[src/rtl/tmr_pair_pkg.sv]
// Package: shared widths, register addresses and output-select codes
// for the dual prescaled timer. Assumes an 8-bit register bus.
package tmr_pair_pkg;
    localparam int DATA_W = 8;
    localparam int ADDR_W = 3;

    typedef enum logic [ADDR_W-1:0] {
        REG_MODE   = 3'd0,
        REG_T0_REL = 3'd1,
        REG_T0_PRE = 3'd2,
        REG_T1_REL = 3'd3,
        REG_T1_PRE = 3'd4,
        REG_PINCFG = 3'd5
    } reg_addr_e;

    typedef enum logic [1:0] {
        OSEL_OFF = 2'b00,
        OSEL_T0  = 2'b01,
        OSEL_T1  = 2'b10,
        OSEL_CLK = 2'b11
    } osel_e;

    // Bit positions inside the mode register
    localparam int MB_LD0  = 0;
    localparam int MB_EN0  = 1;
    localparam int MB_LD1  = 2;
    localparam int MB_EN1  = 3;
    localparam int MB_SELL = 6;
    localparam int MB_SELH = 7;
    // Pin-mode bit that hands the pin to another function
    localparam int PB_HAND = 5;
endpackage

[src/rtl/tmr_tick_div.sv]
// Module: free-running divider that issues a one-clock tick every
// DIV-th system clock. Assumes DIV is a power of two of at least 2.
module tmr_tick_div #(
    parameter int DIV = 4
) (
    input  logic clk,
    input  logic rst_n,
    output logic tick_o
);
    localparam int DW = $clog2(DIV);

    logic [DW-1:0] div_q;

    // Count system clocks; wraps naturally at DIV
    always_ff @(posedge clk) begin
        if (!rst_n) div_q <= '0;
        else        div_q <= div_q + 1'b1;
    end

    assign tick_o = (div_q == DW'(DIV - 1));
endmodule

[src/rtl/tmr_channel.sv]
// Module: one timer channel. A prescaler of PRE_W bits feeds a counter of
// CNT_W bits. Both count down to 1 and then reload, so a value of 0 gives
// the full 2**W range. The wave flop toggles at each counter terminal.
// Assumes tick_i is a single-clock pulse, and that a restart request
// takes priority over counting.
module tmr_channel #(
    parameter int PRE_W = 6,
    parameter int CNT_W = 8
) (
    input  logic             clk,
    input  logic             rst_n,
    input  logic             tick_i,
    input  logic             run_i,
    input  logic             restart_i,
    input  logic [PRE_W-1:0] pre_val_i,
    input  logic [CNT_W-1:0] rel_val_i,
    output logic [CNT_W-1:0] cnt_o,
    output logic             wave_o
);
    logic [PRE_W-1:0] pre_q;
    logic [CNT_W-1:0] cnt_q;
    logic             wave_q;
    logic             pre_end;
    logic             cnt_end;

    assign pre_end = run_i && tick_i && (pre_q == PRE_W'(1));
    assign cnt_end = pre_end && (cnt_q == CNT_W'(1));

    // Prescaler stage: divide ticks by pre_val (0 means the full range)
    always_ff @(posedge clk) begin
        if (!rst_n)                pre_q <= '0;
        else if (restart_i)        pre_q <= pre_val_i;
        else if (pre_end)          pre_q <= pre_val_i;
        else if (run_i && tick_i)  pre_q <= pre_q - 1'b1;
    end

    // Counter stage: divide prescaler outputs by rel_val
    always_ff @(posedge clk) begin
        if (!rst_n)          cnt_q <= '0;
        else if (restart_i)  cnt_q <= rel_val_i;
        else if (cnt_end)    cnt_q <= rel_val_i;
        else if (pre_end)    cnt_q <= cnt_q - 1'b1;
    end

    // Square-wave flop toggles on each terminal count
    always_ff @(posedge clk) begin
        if (!rst_n)       wave_q <= 1'b0;
        else if (cnt_end) wave_q <= ~wave_q;
    end

    assign cnt_o  = cnt_q;
    assign wave_o = wave_q;
endmodule

[src/rtl/tmr_regs.sv]
// Module: register file for the timer pair. It holds the mode, the two
// reload values, the two prescaler values and the pin-mode register.
// Restart bits are not stored: writing 1 to one of them gives a one-clock
// pulse. Reads are combinational; pin-mode and restart bits read as 0.
module tmr_regs
    import tmr_pair_pkg::*;
#(
    parameter int PRE_W = 6,
    parameter int CNT_W = 8
) (
    input  logic              clk,
    input  logic              rst_n,
    input  logic [ADDR_W-1:0] addr_i,
    input  logic [DATA_W-1:0] wdata_i,
    input  logic              we_i,
    output logic [DATA_W-1:0] rdata_o,
    output logic [1:0]        run_o,
    output logic [1:0]        restart_o,
    output logic [PRE_W-1:0]  pre_o [2],
    output logic [CNT_W-1:0]  rel_o [2],
    output osel_e             osel_o,
    output logic              hand_o
);
    logic [DATA_W-1:0] mode_q;
    logic              hand_q;
    logic [PRE_W-1:0]  pre_q [2];
    logic [CNT_W-1:0]  rel_q [2];
    logic              wr_mode;

    assign wr_mode = we_i && (addr_i == REG_MODE);

    // Mode register: keep select and run bits, drop restart bits
    always_ff @(posedge clk) begin
        if (!rst_n)       mode_q <= '0;
        else if (wr_mode) mode_q <= wdata_i & ~(DATA_W'(1) << MB_LD0)
                                            & ~(DATA_W'(1) << MB_LD1);
    end

    // Pin-mode register: only the hand-over bit is kept
    always_ff @(posedge clk) begin
        if (!rst_n)                            hand_q <= 1'b0;
        else if (we_i && addr_i == REG_PINCFG) hand_q <= wdata_i[PB_HAND];
    end

    // Per-timer divisor registers, one pair of addresses per timer
    for (genvar g = 0; g < 2; g++) begin : g_div
        localparam logic [ADDR_W-1:0] A_REL = ADDR_W'(1 + 2*g);
        localparam logic [ADDR_W-1:0] A_PRE = ADDR_W'(2 + 2*g);
        // Latch reload and prescaler values on their writes
        always_ff @(posedge clk) begin
            if (!rst_n) begin
                rel_q[g] <= '0;
                pre_q[g] <= '0;
            end else if (we_i) begin
                if (addr_i == A_REL) rel_q[g] <= wdata_i[CNT_W-1:0];
                if (addr_i == A_PRE) pre_q[g] <= wdata_i[PRE_W-1:0];
            end
        end
        assign pre_o[g] = pre_q[g];
        assign rel_o[g] = rel_q[g];
    end

    assign run_o     = {mode_q[MB_EN1], mode_q[MB_EN0]};
    assign restart_o = {wr_mode && wdata_i[MB_LD1], wr_mode && wdata_i[MB_LD0]};
    assign osel_o    = osel_e'(mode_q[MB_SELH:MB_SELL]);
    assign hand_o    = hand_q;

    // Read mux: pin-mode and unmapped addresses return zero
    always_comb begin
        rdata_o = '0;
        case (addr_i)
            REG_MODE:   rdata_o = mode_q;
            REG_T0_REL: rdata_o = DATA_W'(rel_q[0]);
            REG_T0_PRE: rdata_o = DATA_W'(pre_q[0]);
            REG_T1_REL: rdata_o = DATA_W'(rel_q[1]);
            REG_T1_PRE: rdata_o = DATA_W'(pre_q[1]);
            default:    rdata_o = '0;
        endcase
    end
endmodule

[src/rtl/tmr_pair_out.sv]
// Module: top of the dual prescaled timer. It joins the register file,
// the shared tick divider and two timer channels, and drives the output
// pin through the select mux and the pin-mode gate. Assumes the clock
// may be passed to the pin directly in clock-select mode.
module tmr_pair_out
    import tmr_pair_pkg::*;
#(
    parameter int TICK_DIV = 4,
    parameter int PRE_W    = 6,
    parameter int CNT_W    = 8
) (
    input  logic              clk,
    input  logic              rst_n,
    input  logic [ADDR_W-1:0] bus_addr,
    input  logic [DATA_W-1:0] bus_wdata,
    input  logic              bus_we,
    output logic [DATA_W-1:0] bus_rdata,
    output logic              tout_o,
    output logic              tout_oe_o
);
    logic [1:0]       run;
    logic [1:0]       restart;
    logic [PRE_W-1:0] pre_v [2];
    logic [CNT_W-1:0] rel_v [2];
    logic [CNT_W-1:0] cnt_v [2];
    logic [1:0]       wave;
    osel_e            osel;
    logic             hand;
    logic             tick;
    logic             mux_out;

    tmr_regs #(.PRE_W(PRE_W), .CNT_W(CNT_W)) regs_i (
        .clk(clk), .rst_n(rst_n), .addr_i(bus_addr), .wdata_i(bus_wdata),
        .we_i(bus_we), .rdata_o(bus_rdata), .run_o(run), .restart_o(restart),
        .pre_o(pre_v), .rel_o(rel_v), .osel_o(osel), .hand_o(hand)
    );

    tmr_tick_div #(.DIV(TICK_DIV)) tick_i (
        .clk(clk), .rst_n(rst_n), .tick_o(tick)
    );

    for (genvar g = 0; g < 2; g++) begin : g_ch
        tmr_channel #(.PRE_W(PRE_W), .CNT_W(CNT_W)) ch_i (
            .clk(clk), .rst_n(rst_n), .tick_i(tick), .run_i(run[g]),
            .restart_i(restart[g]), .pre_val_i(pre_v[g]),
            .rel_val_i(rel_v[g]), .cnt_o(cnt_v[g]), .wave_o(wave[g])
        );
    end

    // Output source select
    always_comb begin
        case (osel)
            OSEL_T0:  mux_out = wave[0];
            OSEL_T1:  mux_out = wave[1];
            OSEL_CLK: mux_out = clk;
            default:  mux_out = 1'b0;
        endcase
    end

    assign tout_oe_o = ~hand;
    assign tout_o    = tout_oe_o & mux_out;
endmodule

[config.mk]
export PLATFORM = sky130hd
export DESIGN_NAME = tmr_pair_out
export DESIGN_NICKNAME = d
export VERILOG_FILES = /design/src/rtl/tmr_pair_pkg.sv /design/src/rtl/tmr_tick_div.sv /design/src/rtl/tmr_channel.sv /design/src/rtl/tmr_regs.sv /design/src/rtl/tmr_pair_out.sv
export SDC_FILE = /design/constraint.sdc
export NUM_CORES = 1
export LEC_CHECK = 0
export BUFFER_PORTS_ARGS = -buffer_cell sky130_fd_sc_hd__buf_2
export CORE_AREA = 2 2 82 84
export CTS_CLUSTER_SIZE = 8
export DETAILED_ROUTE_END_ITERATION = 10
export DIE_AREA = 0 0 84 86
export GPL_ROUTABILITY_DRIVEN = 0
export GPL_TIMING_DRIVEN = 0
export PLACE_DENSITY = 0.77
export REMOVE_ABC_BUFFERS = 1
export SLEW_MARGIN = 40
export SYNTH_ARGS = -nofsm -noshare
export SYNTH_HDL_FRONTEND = slang
export SYNTH_SLANG_ARGS = --single-unit
[constraint.sdc]
create_clock -name clk -period 2.75 [get_ports clk]
set_clock_uncertainty 0.15 [all_clocks]
set_input_delay 0.1375 -clock clk [delete_from_list [all_inputs] [get_ports clk]]
set_output_delay 0.1375 -clock clk [all_outputs]
set_load 0.005 [all_outputs]
==> out/results.txt <==
status: finished clean
IO Pins: 24
Rel. slew slack: 0.474
fin crit share: 0.905
largest net degree at the start of global routing: 29
dpl hpwl: 6170 µm
# rows: 29
cells after synthesis: 409
Total GRT Usage: 0.268
GRT overflow: 0
Synth cell types: 54
most common cell in the synthesized netlist: nand2_1
Iter 0 DRT Violations: 328
drt total wl: 9070 µm
Setup crit start kind: flop
via density per instance: 6.24
Critical Path Start: tick_i.div_q[0]$_SDFF_PN0_
Clk pwr share: 0.378
initial antenna violation count: 0
PortBufs: 23
Layout Utilization: 0.655
Mapped Avg Cell Area: 8.93 µm²
Pint: 1570 µW
Die ar.: 7220 µm²
post-route setup TNS: 0 ns
Clk pin slew, worst setup/hold paths: 0.07 ns
combinational power share: 0.094
residual DRC count: 0
most area-consuming cells after synthesis: edfxtp_1 (23%), dfxtp_1 (21%), nand2_1 (5.3%)
first-pass GRT wire length: 14800 µm
wire length per cell: 17.3 µm
ANT cells: 0
Die Y-Extent: 86 µm
post-synthesis cell area: 3650 µm²
Initial Utilization: 0.582
worst slew pin tran: 0.780 ns
Min-Delay Path Depth: 4
Main synth FF type: dfxtp_1
Slew Viols, Final: 0
number of synthesized register bits: 67
Worst EP arrival: 2.72 ns
FF-to-FF Start: tick_i.div_q[0]$_SDFF_PN0_
Post-synth ARST share: 0
Synth Warn #: 0
Pwr Density: 512 nW/µm²
Layout Nets: 465
most frequent cells after synthesis: nand2_1 (52), dfxtp_1 (39), nor2_1 (39)
# placed instances: 492
Synth area leader: edfxtp_1
ratio of cells with drive above 1 in the final layout: 0.114
hold slack final: 0.0235 ns
crit end category: flop
endpoints failing hold: 0
Critical Path Fanout Max: 14
1st-pass router iterations: 5
Post-synth EDFFs: 28
HP Start: bus_we
Sw Share: 0.255
hold crit path type: input port to flop
Leak: 0.00152 µW
Worst-Skew Late Latency: 0.46 ns
min Tclk post-route: 2.49 ns
r2r worst-path depth: 6
unrepaired setup endpoints after global routing: false
PostCTS Resize Cnt: 0
Required @ worst endpoint: 2.98 ns
number of routed nets with antenna violations: 0
Layout area overhead: 12.6%
WS Path Type: flop to flop
Non-Filler Instances: 524
die width: 84 µm
TritonCTS clock tree: done
Final setup viols: 0
placeable core area: 6280 µm²
maxcap violations: 0
routed vias: 3270
post-synthesis sequential area ratio: 0.444
Seq pwr share: 0.528
post-synth top area share: 0.230
Design Power: 2100 µW
Psw: 536 µW
Max IR drop VDD: 479 µV
top achievable clock speed: 0.402 GHz
vias in the first global route: 3057
[per-layer routing]
layer,global-route usage,up-vias,wire length (µm)
li1,-,1555,-
met1,0.352,1548,3950
met2,0.426,151,4210
met3,0.0760,16,756
met4,0.0997,0,154
met5,0,-,0
[cell type report]
cell class	count	area, µm²
fill	523	2170
multi-input combinational	309	1890
sequential	67	1620
timing repair buffer	35	240
clock buffer	16	181
tap	77	96.3
inverter	16	60.1
clock inverter	4	17.5
[registers in the layout, summed over array words and instances (netlist names)]
signal            cells
g_ch.ch_i.wave_o      2
g_ch.ch_i.pre_q      12
g_ch.ch_i.cnt_o      16
regs_i.rel_q         16
regs_i.pre_q         12
regs_i.mode_q         6
regs_i.hand_o         1
tick_i.div_q          2
[layout by cell type (no fill, tap or decap), drive strengths merged, types with 2 or more instances in the layout]
cell,synthesis,routed
nor2,39,39
clkbuf,7,15
nand4,4,4
o21a,5,5
mux2i,8,8
nand3b,3,3
ha,9,9
a21oi,32,32
nor4,10,10
or4,5,5
or2,2,2
a32oi,2,2
dlygate4sd3,0,13
dfxtp,39,39
mux2,4,4
o31ai,5,5
nand3,20,20
o21ai,17,17
edfxtp,28,28
and2,32,32
nand2b,2,2
o22ai,5,5
buf,10,23
inv,16,16
nand2,52,52
nor3,10,10
or3,3,3
clkinv,0,4
a22oi,6,6
nor4b,5,5
a311oi,2,2
o211ai,3,3
mux4,2,2
a2bb2oi,3,3
a31oi,9,9
[what timing repair did]
action / in CTS / in global routing
buffers inserted: 0 / 0
hold buffers: 13 / 0
hold endpoints to repair: 35 / 0
[power by group through the flow]
stage	logic (µW)	clock network [µW]	registers [µW]
5_1_grt	219	842	1110
3_5_place_dp	184	0.878	1130
3_3_place_gp	179	0.878	1130
2_1_floorplan	112	0.862	1120
6_report	198	794	1110
4_1_cts	195	805	1110
[final timing paths]
kind / endpoint / slack (ns)
hold reg to reg: tick_i.div_q[0]$_SDFF_PN0_ / 0.29
setup / recovery: g_ch[0].ch_i.cnt_o[6]$_SDFFE_PN0P_ / 0.26
setup reg to reg: g_ch[0].ch_i.cnt_o[6]$_SDFFE_PN0P_ / 0.26
hold / removal: regs_i.mode_q[3]$_SDFFE_PN0N_ / 0.02
[cell families (layout without fill, tap and decap cells)]
kind of cell	after synthesis	count (layout)	share of synthesized area
mux	14	14	0.0466
simple gates	190	190	0.271
flops	67	67	0.444
compound gates	95	95	0.165
xor+xnor	1	1	0.00240
buf+inv	33	71	0.0398
fa+ha+maj	9	9	0.0308
[critical path, cell delays in order, from the launching register on]
cell     delay (ns)
dfxtp_1        0.34
ha_1           0.26
nand2_1        0.22
nor4_4         0.64
nand3_1        0.17
or4_1          0.43
a31oi_1        0.20
[per-stage QoR]
step / cell area, µm² / worst slack [ns]
floorplan: 3570 / 0.457
global placement: 3780 / 0.0116
detailed placement: 3790 / 0.252
CTS: 4110 / 0.255
global route: 4110 / 0.0491
finish: 4110 / 0.260
Note: power is estimated with default switching activity, not from simulation.
